==> config.mk <==
export PLATFORM = sky130hd
export DESIGN_NAME = cfg_sequencer
export DESIGN_NICKNAME = d
export VERILOG_FILES = /design/src/rtl/cfg_seq_pkg.sv /design/src/rtl/cfg_mode_decode.sv /design/src/rtl/cfg_wait_timer.sv /design/src/rtl/cfg_sequencer.sv
export SDC_FILE = /design/constraint.sdc
export NUM_CORES = 1
export LEC_CHECK = 0
export BUFFER_PORTS_ARGS = -buffer_cell sky130_fd_sc_hd__buf_2
export CORE_MARGIN = 2
export CORE_UTILIZATION = 59
export CTS_BUF_LIST = sky130_fd_sc_hd__clkbuf_16
export DETAILED_ROUTE_END_ITERATION = 8
export PLACE_DENSITY = 0.85
export SKIP_CTS_REPAIR_TIMING = 1
export SYNTH_ARGS = -nofsm -noshare
export SYNTH_HDL_FRONTEND = slang
export SYNTH_SLANG_ARGS = --single-unit
==> constraint.sdc <==
create_clock -name clk -period 5.1 [get_ports clk]
set_clock_uncertainty 0.15 [all_clocks]
set_input_delay 0.51 -clock clk [delete_from_list [all_inputs] [get_ports clk]]
set_output_delay 0.51 -clock clk [all_outputs]
set_load 0.05 [all_outputs]
==> src/rtl/cfg_seq_pkg.sv <==
package cfg_seq_pkg;

    typedef enum logic [3:0] {
        S_IDLE,
        S_RST_WAIT,
        S_CFG_WAIT,
        S_STREAM,
        S_BURST_A,
        S_INIT_WAIT,
        S_BURST_B,
        S_USER_WAIT
    } seq_state_e;

    localparam int PHASE_W = 3;
    localparam logic [PHASE_W-1:0] PH_RESET = 3'd0;
    localparam logic [PHASE_W-1:0] PH_CONFIG = 3'd1;
    localparam logic [PHASE_W-1:0] PH_INIT = 3'd2;
    localparam logic [PHASE_W-1:0] PH_USER = 3'd3;

    localparam int ERR_W = 4;
    localparam logic [ERR_W-1:0] ERR_NONE = 4'd0;
    localparam logic [ERR_W-1:0] ERR_RESET = 4'd1;
    localparam logic [ERR_W-1:0] ERR_CONFIG = 4'd2;
    localparam logic [ERR_W-1:0] ERR_PINS = 4'd3;
    localparam logic [ERR_W-1:0] ERR_STREAM = 4'd4;
    localparam logic [ERR_W-1:0] ERR_BURST_A = 4'd5;
    localparam logic [ERR_W-1:0] ERR_INIT = 4'd6;
    localparam logic [ERR_W-1:0] ERR_BURST_B = 4'd7;
    localparam logic [ERR_W-1:0] ERR_USER = 4'd8;

    localparam int MODE_W = 4;
    localparam int RATIO_W = 4;

endpackage

==> src/rtl/cfg_mode_decode.sv <==
module cfg_mode_decode
    import cfg_seq_pkg::*;
(
    input  logic [MODE_W-1:0]  mode_sel,
    output logic               wide,
    output logic [RATIO_W-1:0] ratio
);
    // Bit 3 picks the bus width and scales the ratio table by two.
    always_comb begin
        wide = mode_sel[3];
        unique case (mode_sel[1:0])
            2'd1:    ratio = mode_sel[3] ? RATIO_W'(4) : RATIO_W'(2);
            2'd2:    ratio = mode_sel[3] ? RATIO_W'(8) : RATIO_W'(4);
            default: ratio = RATIO_W'(1);
        endcase
    end

    always_comb begin
        assert (ratio == RATIO_W'(1) || ratio == RATIO_W'(2) ||
                ratio == RATIO_W'(4) || ratio == RATIO_W'(8))
            else $error("p_ratio_legal_r2: ratio %0d", ratio);
    end
endmodule

==> src/rtl/cfg_wait_timer.sv <==
module cfg_wait_timer #(
    parameter int TIMEOUT = 32'h100_0000
) (
    input  logic clk,
    input  logic rst_n,
    input  logic clr,
    output logic expired
);
    localparam int CW = $clog2(TIMEOUT + 1);
    localparam logic [CW-1:0] LAST = CW'(TIMEOUT - 1);

    logic [CW-1:0] cnt_d, cnt_q;

    always_comb begin
        cnt_d = cnt_q;
        if (clr)
            cnt_d = '0;
        else if (cnt_q != LAST)
            cnt_d = cnt_q + 1'b1;
    end

    always_ff @(posedge clk or negedge rst_n) begin
        if (!rst_n) cnt_q <= '0;
        else        cnt_q <= cnt_d;
    end

    assign expired = (cnt_q == LAST);

    p_cnt_bound_r9: assert property (@(posedge clk) disable iff (!rst_n)
        cnt_q <= LAST);
    p_clr_restarts_r9: assert property (@(posedge clk) disable iff (!rst_n)
        clr |=> cnt_q == '0);
endmodule

==> src/rtl/cfg_sequencer.sv <==
module cfg_sequencer
    import cfg_seq_pkg::*;
#(
    parameter int TIMEOUT    = 32'h100_0000,
    parameter int BURST_W    = 16,
    parameter int BURST_INIT = 4,
    parameter int BURST_USER = 16'h5000,
    parameter int IRQ_W      = 12
) (
    input  logic                 clk,
    input  logic                 rst_n,
    input  logic                 start,
    input  logic [MODE_W-1:0]    mode_sel,
    input  logic [PHASE_W-1:0]   phase,
    input  logic                 cfg_done_pin,
    input  logic                 cfg_status_pin,
    input  logic                 stream_end,
    input  logic                 burst_done,
    output logic                 ce_n,
    output logic                 drive_en,
    output logic                 cfg_pull,
    output logic                 width32,
    output logic [RATIO_W-1:0]   cd_ratio,
    output logic                 irq_clear,
    output logic [IRQ_W-1:0]     irq_clear_mask,
    output logic                 datapath_en,
    output logic                 burst_req,
    output logic [BURST_W-1:0]   burst_len,
    output logic                 busy,
    output logic                 done,
    output logic                 err_valid,
    output logic [ERR_W-1:0]     err_code
);
    localparam logic [BURST_W-1:0] LEN_A = BURST_W'(BURST_INIT);
    localparam logic [BURST_W-1:0] LEN_B = BURST_W'(BURST_USER);

    typedef struct packed {
        seq_state_e           st;
        logic                 ce_n;
        logic                 drive;
        logic                 pull;
        logic                 w32;
        logic [RATIO_W-1:0]   ratio;
        logic                 dp_en;
        logic                 irq_clr;
        logic                 breq;
        logic [BURST_W-1:0]   blen;
        logic                 done;
        logic                 err_v;
        logic [ERR_W-1:0]     err_code;
    } seq_regs_t;

    seq_regs_t r_d, r_q;

    logic               dec_w32;
    logic [RATIO_W-1:0] dec_ratio;
    logic               expired;
    logic               tmr_clr;
    logic               fail;
    logic [ERR_W-1:0]   fail_code;

    cfg_mode_decode u_decode (
        .mode_sel (mode_sel),
        .wide     (dec_w32),
        .ratio    (dec_ratio)
    );

    cfg_wait_timer #(.TIMEOUT(TIMEOUT)) u_timer (
        .clk     (clk),
        .rst_n   (rst_n),
        .clr     (tmr_clr),
        .expired (expired)
    );

    always_comb begin
        r_d          = r_q;
        r_d.irq_clr  = 1'b0;
        r_d.breq     = 1'b0;
        r_d.done     = 1'b0;
        r_d.err_v    = 1'b0;
        r_d.err_code = ERR_NONE;
        fail         = 1'b0;
        fail_code    = ERR_NONE;

        unique case (r_q.st)
            S_IDLE: begin
                if (start) begin
                    r_d.st    = S_RST_WAIT;
                    r_d.w32   = dec_w32;
                    r_d.ratio = dec_ratio;
                    r_d.ce_n  = 1'b0;
                    r_d.drive = 1'b1;
                    r_d.pull  = 1'b1;
                end
            end
            S_RST_WAIT: begin
                if (phase == PH_RESET) begin
                    r_d.pull = 1'b0;
                    r_d.st   = S_CFG_WAIT;
                end else if (expired) begin
                    fail      = 1'b1;
                    fail_code = ERR_RESET;
                end
            end
            S_CFG_WAIT: begin
                if (phase == PH_CONFIG) begin
                    r_d.irq_clr = 1'b1;
                    r_d.dp_en   = 1'b1;
                    r_d.st      = S_STREAM;
                end else if (expired) begin
                    fail      = 1'b1;
                    fail_code = ERR_CONFIG;
                end
            end
            S_STREAM: begin
                if (stream_end) begin
                    if (cfg_done_pin || cfg_status_pin) begin
                        r_d.dp_en = 1'b0;
                        r_d.breq  = 1'b1;
                        r_d.blen  = LEN_A;
                        r_d.st    = S_BURST_A;
                    end else begin
                        fail      = 1'b1;
                        fail_code = ERR_PINS;
                    end
                end else if (expired) begin
                    fail      = 1'b1;
                    fail_code = ERR_STREAM;
                end
            end
            S_BURST_A: begin
                if (burst_done) begin
                    r_d.st = S_INIT_WAIT;
                end else if (expired) begin
                    fail      = 1'b1;
                    fail_code = ERR_BURST_A;
                end
            end
            S_INIT_WAIT: begin
                if (phase == PH_INIT || phase == PH_USER) begin
                    r_d.breq = 1'b1;
                    r_d.blen = LEN_B;
                    r_d.st   = S_BURST_B;
                end else if (expired) begin
                    fail      = 1'b1;
                    fail_code = ERR_INIT;
                end
            end
            S_BURST_B: begin
                if (burst_done) begin
                    r_d.st = S_USER_WAIT;
                end else if (expired) begin
                    fail      = 1'b1;
                    fail_code = ERR_BURST_B;
                end
            end
            S_USER_WAIT: begin
                if (phase == PH_USER) begin
                    r_d.st    = S_IDLE;
                    r_d.done  = 1'b1;
                    r_d.drive = 1'b0;
                    r_d.pull  = 1'b0;
                    r_d.dp_en = 1'b0;
                    r_d.ce_n  = 1'b1;
                end else if (expired) begin
                    fail      = 1'b1;
                    fail_code = ERR_USER;
                end
            end
            default: r_d.st = S_IDLE;
        endcase

        if (fail) begin
            r_d.st       = S_IDLE;
            r_d.err_v    = 1'b1;
            r_d.err_code = fail_code;
            r_d.drive    = 1'b0;
            r_d.pull     = 1'b0;
            r_d.dp_en    = 1'b0;
            r_d.ce_n     = 1'b1;
            r_d.breq     = 1'b0;
            r_d.irq_clr  = 1'b0;
        end
    end

    // Every wait restarts its window on entry; idle keeps the timer parked.
    assign tmr_clr = (r_d.st != r_q.st) || (r_q.st == S_IDLE);

    always_ff @(posedge clk or negedge rst_n) begin
        if (!rst_n) begin
            r_q          <= '0;
            r_q.st       <= S_IDLE;
            r_q.ce_n     <= 1'b1;
            r_q.ratio    <= RATIO_W'(1);
            r_q.err_code <= ERR_NONE;
        end else begin
            r_q <= r_d;
        end
    end

    assign ce_n           = r_q.ce_n;
    assign drive_en       = r_q.drive;
    assign cfg_pull       = r_q.pull;
    assign width32        = r_q.w32;
    assign cd_ratio       = r_q.ratio;
    assign irq_clear      = r_q.irq_clr;
    assign irq_clear_mask = r_q.irq_clr ? {IRQ_W{1'b1}} : '0;
    assign datapath_en    = r_q.dp_en;
    assign burst_req      = r_q.breq;
    assign burst_len      = r_q.blen;
    assign busy           = (r_q.st != S_IDLE);
    assign done           = r_q.done;
    assign err_valid      = r_q.err_v;
    assign err_code       = r_q.err_code;

    p_pull_needs_drive_r3: assert property (@(posedge clk) disable iff (!rst_n)
        cfg_pull |-> (drive_en && !ce_n));
    p_start_takes_lines_r3: assert property (@(posedge clk) disable iff (!rst_n)
        (!busy && start) |=> (drive_en && cfg_pull && !ce_n && busy));
    p_dp_needs_drive_r5: assert property (@(posedge clk) disable iff (!rst_n)
        datapath_en |-> (drive_en && !cfg_pull));
    p_irq_pulse_r5: assert property (@(posedge clk) disable iff (!rst_n)
        irq_clear |=> !irq_clear);
    p_burst_len_r7: assert property (@(posedge clk) disable iff (!rst_n)
        burst_req |-> (burst_len == LEN_A || burst_len == LEN_B));
    p_burst_pulse_r6: assert property (@(posedge clk) disable iff (!rst_n)
        burst_req |=> !burst_req);
    p_done_release_r8: assert property (@(posedge clk) disable iff (!rst_n)
        done |-> (!drive_en && !cfg_pull && !datapath_en && ce_n && !busy));
    p_err_release_r10: assert property (@(posedge clk) disable iff (!rst_n)
        err_valid |-> (!drive_en && !cfg_pull && !datapath_en && ce_n && !busy));
    p_err_code_r10: assert property (@(posedge clk) disable iff (!rst_n)
        err_valid ? (err_code >= ERR_RESET && err_code <= ERR_USER)
                  : (err_code == ERR_NONE));
    p_one_event_r10: assert property (@(posedge clk) disable iff (!rst_n)
        $onehot0({done, err_valid, burst_req, irq_clear}));
    p_mode_held_r1: assert property (@(posedge clk) disable iff (!rst_n)
        busy |=> $stable(width32) || !busy);
endmodule

==> results of run 1 <==
## worst max-delay path, cell delays in order (launching register included)
cell and delay, ns:
dfrtp_1 0.59, or4_4 0.63, o211ai_2 0.12, o2111ai_2 0.20, a21bo_2 0.28, o31a_1 0.28
buf_4 0.26, nor3_2 0.24
## worst paths after layout
| check | startpoint | endpoint | slack (ns) | cells after the start |
|---|---|---|---|---|
| worst max-delay path | r_q[35] | u_timer.cnt_q[13] | 2.25 | 7 |
| worst min-delay path | rst_n | burst_len[14] | 0.25 | 1 |
| worst max register to register | r_q[35] | u_timer.cnt_q[13] | 2.25 | 7 |
| worst min register to register | burst_len[2] | burst_len[2] | 0.32 | 2 |
| max in group asynchronous | rst_n | u_timer.cnt_q[16] | 3.92 | 1 |
| min in group clk | mode_sel[3] | cd_ratio[1] | 0.31 | 2 |
## layout make-up
type,instances,area share
clock buffer,5,0.0403
tap,67,0.0270
timing repair buffer,47,0.0775
multi-input combinational,220,0.453
sequential,48,0.388
clock inverter,3,0.00565
inverter,7,0.00847
## logic make-up (layout without fill, tap and decap cells)
group	count (synthesis)	in the layout
simple gates	137	137
buf+inv	56	62
flops	48	48
compound gates	41	41
xor+xnor	21	21
mux	4	4
fa+ha+maj	3	3
other cells	1	14
## registers in the layout (all words and copies together) (netlist names)
name	flops
burst_req	1
ce_n	1
cfg_pull	1
burst_len	2
irq_clear	1
err_code	4
cd_ratio	4
r_q	4
done	1
datapath_en	1
u_timer.cnt_q	25
drive_en	1
err_valid	1
width32	1
## power by group through the flow
stage / logic (mW) / registers, mW / clock network (mW)
after floorplan: 0.106 / 0.416 / 0
after global placement: 0.123 / 0.408 / 0
after detailed placement: 0.126 / 0.408 / 0
after CTS: 0.126 / 0.401 / 0.322
after global routing: 0.135 / 0.403 / 0.333
final: 0.125 / 0.401 / 0.314
## layer usage
| metal | part of all wire | global-route usage | wire [um] |
|---|---|---|---|
| met1 | 0.42 | 0.273 | 2290 |
| met2 | 0.49 | 0.357 | 2630 |
| met3 | 0.079 | 0.0455 | 426 |
| met4 | 0.012 | 0.0675 | 64 |
| met5 | 0 | 0 | 0 |
## Yosys cell counts (2+ instances only)
master | instances | area [um^2]
a211o_1 | 2 | 17.5
a21o_1 | 2 | 15.0
a21oi_1 | 11 | 55.1
a22oi_1 | 2 | 15.0
a311oi_1 | 2 | 17.5
a31oi_1 | 4 | 25.0
and2_1 | 2 | 12.5
and3_1 | 3 | 18.8
and4_1 | 3 | 26.3
buf_2 | 4 | 20.0
buf_4 | 36 | 270
clkbuf_1 | 5 | 18.8
dfrtp_1 | 46 | 1150
dfstp_2 | 2 | 52.6
ha_1 | 3 | 37.5
inv_1 | 7 | 26.3
mux2_2 | 2 | 22.5
mux2i_1 | 2 | 20.0
nand2_1 | 29 | 109
nand2b_1 | 3 | 18.8
nand3_1 | 11 | 55.1
nand3b_1 | 2 | 15.0
nand4_1 | 11 | 68.8
nor2_1 | 23 | 86.3
nor2b_1 | 3 | 18.8
nor3_1 | 13 | 65.1
nor3_2 | 19 | 190
nor3b_1 | 2 | 15.0
nor4_1 | 2 | 12.5
nor4b_1 | 2 | 17.5
o21ai_0 | 6 | 30.0
o31ai_1 | 3 | 22.5
or2_2 | 2 | 12.5
or3_1 | 2 | 12.5
or4_1 | 2 | 15.0
xnor2_1 | 10 | 87.6
xor2_1 | 11 | 96.3
## metrics by stage
stage | instances | util
after global placement | 389 | 0.622
final | 397 | 0.652
after detailed placement | 389 | 0.622
after global routing | 397 | 0.652
after CTS | 397 | 0.652
after floorplan | 324 | -
==> results_dict.tcl, run 1 <==
set metrics [dict create \
    status "completed" \
    drt_pass1_iterations 5 \
    syn_area_um2 2950 \
    cts_tree "yes" \
    ir_drop_mv 0.240 \
    dieArea_um2 5570 \
    hold_path_class "input port to async pin" \
    clk_latency_ns 0.28 \
    mostFrequentLayoutCells "46 x dfrtp_1, 45 x buf_2, 29 x nand2_1" \
    antenna_found_initial 0 \
    yosys_warnings 0 \
    grt_max_degree 49 \
    critPathKind "register to register" \
    p_int_mw 0.600 \
    final_area_um2 3100 \
    clkSinkCount 48 \
    drtIter0Drc 238 \
    cp-end-kind "register" \
    synth_compound_area_frac 0.0964 \
    die_h_um 74.7 \
    synth-seq-cells 48 \
    fill_cells 388 \
    avgSynthCellArea_um2 9.47 \
    power_density_nw_per_um2 271 \
    synthMuxAreaShare 0.0144 \
    power.total_mw 0.840 \
    p_switching_mw 0.240 \
    path_max_fanout 25 \
    num_vias 2216 \
    ys_async_sr_fraction 1.00 \
    via_per_inst 5.58 \
    rows 25 \
    multiInputGateArea_um2 1410 \
    fin_ws_ns 2.25 \
    final_common_cell "dfrtp_1" \
    required_ns 5.14 \
    slew_headroom 0.320 \
    drive_gt1_frac 0.258 \
    placed_area_um2 2960 \
    setup_tns_ns 0 \
    arrival_ns 2.89 \
    yosys.area_share.simple 0.273 \
    maxCapViolations 0 \
    grt_pass1_vias 2069 \
    port-buffer-count 45 \
    synth_adder_area_share 0.0127 \
    htreeDepth 2 \
    fin_crit_sh 0.559 \
    core_area_um2 4750 \
    yosys_most_used_dff "dfrtp_1" \
    hold_viol 0 \
    setup_viol 0 \
    clockPowerShare 0.374 \
    grt_usage 0.211 \
    wl_per_cell_um 13.6 \
    grt_pass1_wl_mm 9.12 \
    finalWirelength_mm 5.41 \
    cts_buffers 5 \
    io_pins 60 \
    p_sw_frac 0.286 \
    clk_pin_slew_ns 0.07 \
    hold-worst-slack_ns 0.248 \
    synth_enable_flop_cells 0 \
    min_period_ns 2.85 \
    root_buffer "clkbuf_16" \
    place_congestion 0.930 \
    seq_power_share 0.477 \
    ys_types 54 \
    max_clock_freq_mhz 351 \
    area_growth_syn_to_layout_pct 5.31 \
    slew_viol_final 0 \
    preCtsSetupSlack_ns 2.31 \
    fin_nets 346 \
    start_kind "register" \
    post-route-drc-count 0 \
    dpl.hpwl_mm 3.83 \
    synth-xor-area-share 0.0624 \
    synth_top_family_by_area "simple AND/OR/NAND/NOR gates" \
    diodes 0 \
    ant_nets 0 \
    grt_overflow 0 \
    seq_area_um2 1200 \
    rsz0062_at_grt "false" \
    p_leak_nw 1.35 \
    die-width_um 74.7 \
    synth_cells 311 \
    p_comb_frac 0.149 \
    worst_pin_slew_ns 1.02 \
    clk_path_buf_depth 2 \
    initial_core_util 0.619 \
    ys_seq_area_frac 0.409 \
]
(Power assumes the default switching activity.)
==> inputs of run 2 (changes only) <==
--- a/config.mk
+++ b/config.mk
@@ -7,10 +7,10 @@
 export LEC_CHECK = 0
 export BUFFER_PORTS_ARGS = -buffer_cell sky130_fd_sc_hd__buf_2
 export CORE_MARGIN = 2
-export CORE_UTILIZATION = 59
+export CORE_UTILIZATION = 50
 export CTS_BUF_LIST = sky130_fd_sc_hd__clkbuf_16
 export DETAILED_ROUTE_END_ITERATION = 8
-export PLACE_DENSITY = 0.85
+export PLACE_DENSITY = 0.77
 export SKIP_CTS_REPAIR_TIMING = 1
 export SYNTH_ARGS = -nofsm -noshare
 export SYNTH_HDL_FRONTEND = slang
==> constraint.sdc (replaced) <==
create_clock -name clk -period 2.57 [get_ports clk]
set_clock_uncertainty 0.15 [all_clocks]
set_input_delay 0.257 -clock clk [delete_from_list [all_inputs] [get_ports clk]]
set_output_delay 0.257 -clock clk [all_outputs]
set_load 0.05 [all_outputs]
==> run 2 against run 1 <==
  * Maximum frequency increased by 19%
  * Global-route usage decreased by 2.0 points
  * Sequential cell count unchanged
  * Sequential share of layout area decreased by 2.0 points
  * Total power increased by 110%
  * Sequential power increased by 99%
  * Register-to-register slack got worse by 2.1 ns
  * Die area increased by 17%
  * Worst hold slack got worse by 0.17 ns
==> results_dict.tcl, run 2 (synthesized netlist as in run 1, its figures left out) <==
set metrics [dict create \
    post-route-drc-count 0 \
    hold-worst-slack_ns 0.0744 \
    min_period_ns 2.40 \
    clk_latency_ns 0.29 \
    start_kind "register" \
    grt_max_degree 30 \
    crit_end "u_timer.cnt_q[3]" \
    final_area_um2 3270 \
    worst_pin_slew_ns 0.588 \
    final_util 0.584 \
    io_pins 60 \
    p_leak_nw 1.44 \
    clk_pin_slew_ns 0.07 \
    via_per_inst 5.50 \
    path_cells "ha_1 -> nand4_1 -> or4_1 -> nor3_2 -> a21bo_2 -> o31a_1 -> buf_12 -> nor3_1" \
    die_h_um 80.8 \
    port-buffer-count 45 \
    rsz0062_at_grt "false" \
    antenna_found_initial 0 \
    die-width_um 80.8 \
    arrival_ns 2.41 \
    top_register "u_timer.cnt_q" \
    slew_viol_final 0 \
    setup_tns_ns 0 \
    dpl.hpwl_mm 4.09 \
    max_clock_freq_mhz 417 \
    drt_pass1_iterations 4 \
    status "completed" \
    setup_viol 0 \
    worstReg2RegEnd "u_timer.cnt_q[3]" \
    power_density_nw_per_um2 550 \
    slew_headroom 0.604 \
    hold_path.startpoint "mode_sel[3]" \
    ant_nets 0 \
    initial_core_util 0.525 \
    core_area_um2 5610 \
    num_vias 2297 \
    fin_crit_sh 0.933 \
    cts_buffers 5 \
    grt_overflow 0 \
    area_growth_syn_to_layout_pct 11.2 \
    rrSetupSlack_ns 0.17 \
    largest_register_ffs 25 \
    drive_gt1_frac 0.295 \
    r2r-start "u_timer.cnt_q[0]" \
    required_ns 2.58 \
    ir_drop_mv 0.290 \
    startpoint "u_timer.cnt_q[0]" \
    place_congestion 0.900 \
    path_buf_inv 1 \
    critPathKind "register to register" \
    fin_nets 362 \
    path_max_fanout 25 \
    finalWirelength_mm 5.82 \
    grt_usage 0.191 \
    wl_per_cell_um 13.9 \
    htreeDepth 2 \
    cts_tree "yes" \
    hold_path_class "input port to register" \
    diodes 0 \
    grt_pass1_vias 2119 \
    rows 27 \
    clkSinkCount 48 \
    fill_cells 485 \
    crit_path_max_incr_delay_ns 0.51 \
    grt_pass1_wl_mm 9.83 \
    mostFrequentLayoutCells "45 x dfrtp_1, 45 x buf_2, 29 x nand2_1" \
    critical_path.top_delay_family "simple AND/OR/NAND/NOR gates" \
    dieArea_um2 6520 \
    maxCapViolations 0 \
    crit_cells 8 \
    clk_path_buf_depth 2 \
    placed_area_um2 3090 \
    drtIter0Drc 342 \
    hold_viol 0 \
    cp_slowest_cell "or4_1" \
    rr_worst_depth 8 \
    cp-end-kind "register" \
    root_buffer "clkbuf_16" \
]
-- run 2: cell types whose count changed in the layout (fill, tap and decap cells not counted), sizes merged --
| cell | delta |
|---|---|
| inv | -1 |
| bufinv | +1 |
| dlygate4sd3 | +1 |
| buf | +15 |
-- run 2: metal layers --
metal	global-route usage	up-vias	wire [um]
li1	-	1104	-
met1	0.268	1108	2710
met2	0.303	81	2650
met3	0.0389	4	410
met4	0.0492	0	51
met5	0	-	0
-- run 2: report_power, final --
group | switching (mW) | internal, mW
combinational | 0.200 | 0.0617
clock | 0.286 | 0.458
sequential | 0.0174 | 0.778
-- run 2: layout make-up --
type	count	area [um^2]	area share
Multi-Input combinational cell	220	1410	0.431
Sequential cell	48	1200	0.368
Timing Repair Buffer	63	375	0.115
Clock buffer	5	125	0.0382
Tap cell	72	90.1	0.0275
Clock inverter	3	42.5	0.0130
Inverter	7	26.3	0.00802
-- run 2: worst min-delay path by stage --
stage                        end  cells past startpoint
3_3_place_gp   u_timer.cnt_q[19]                      1
6_report             cd_ratio[1]                      2
2_1_floorplan      burst_len[14]                      0
3_5_place_dp   u_timer.cnt_q[19]                      1
5_1_grt              cd_ratio[1]                      2
4_1_cts        u_timer.cnt_q[19]                      1
-- run 2: stage by stage --
step | total power [mW] | setup WS [ns] | instances
3_3_place_gp | 1.06 | 0.179 | 409
3_5_place_dp | 1.07 | 0.116 | 409
2_1_floorplan | 1.03 | 0.243 | 324
6_report | 1.80 | 0.172 | 418
4_1_cts | 1.81 | 0.102 | 417
5_1_grt | 1.87 | 0.0402 | 418
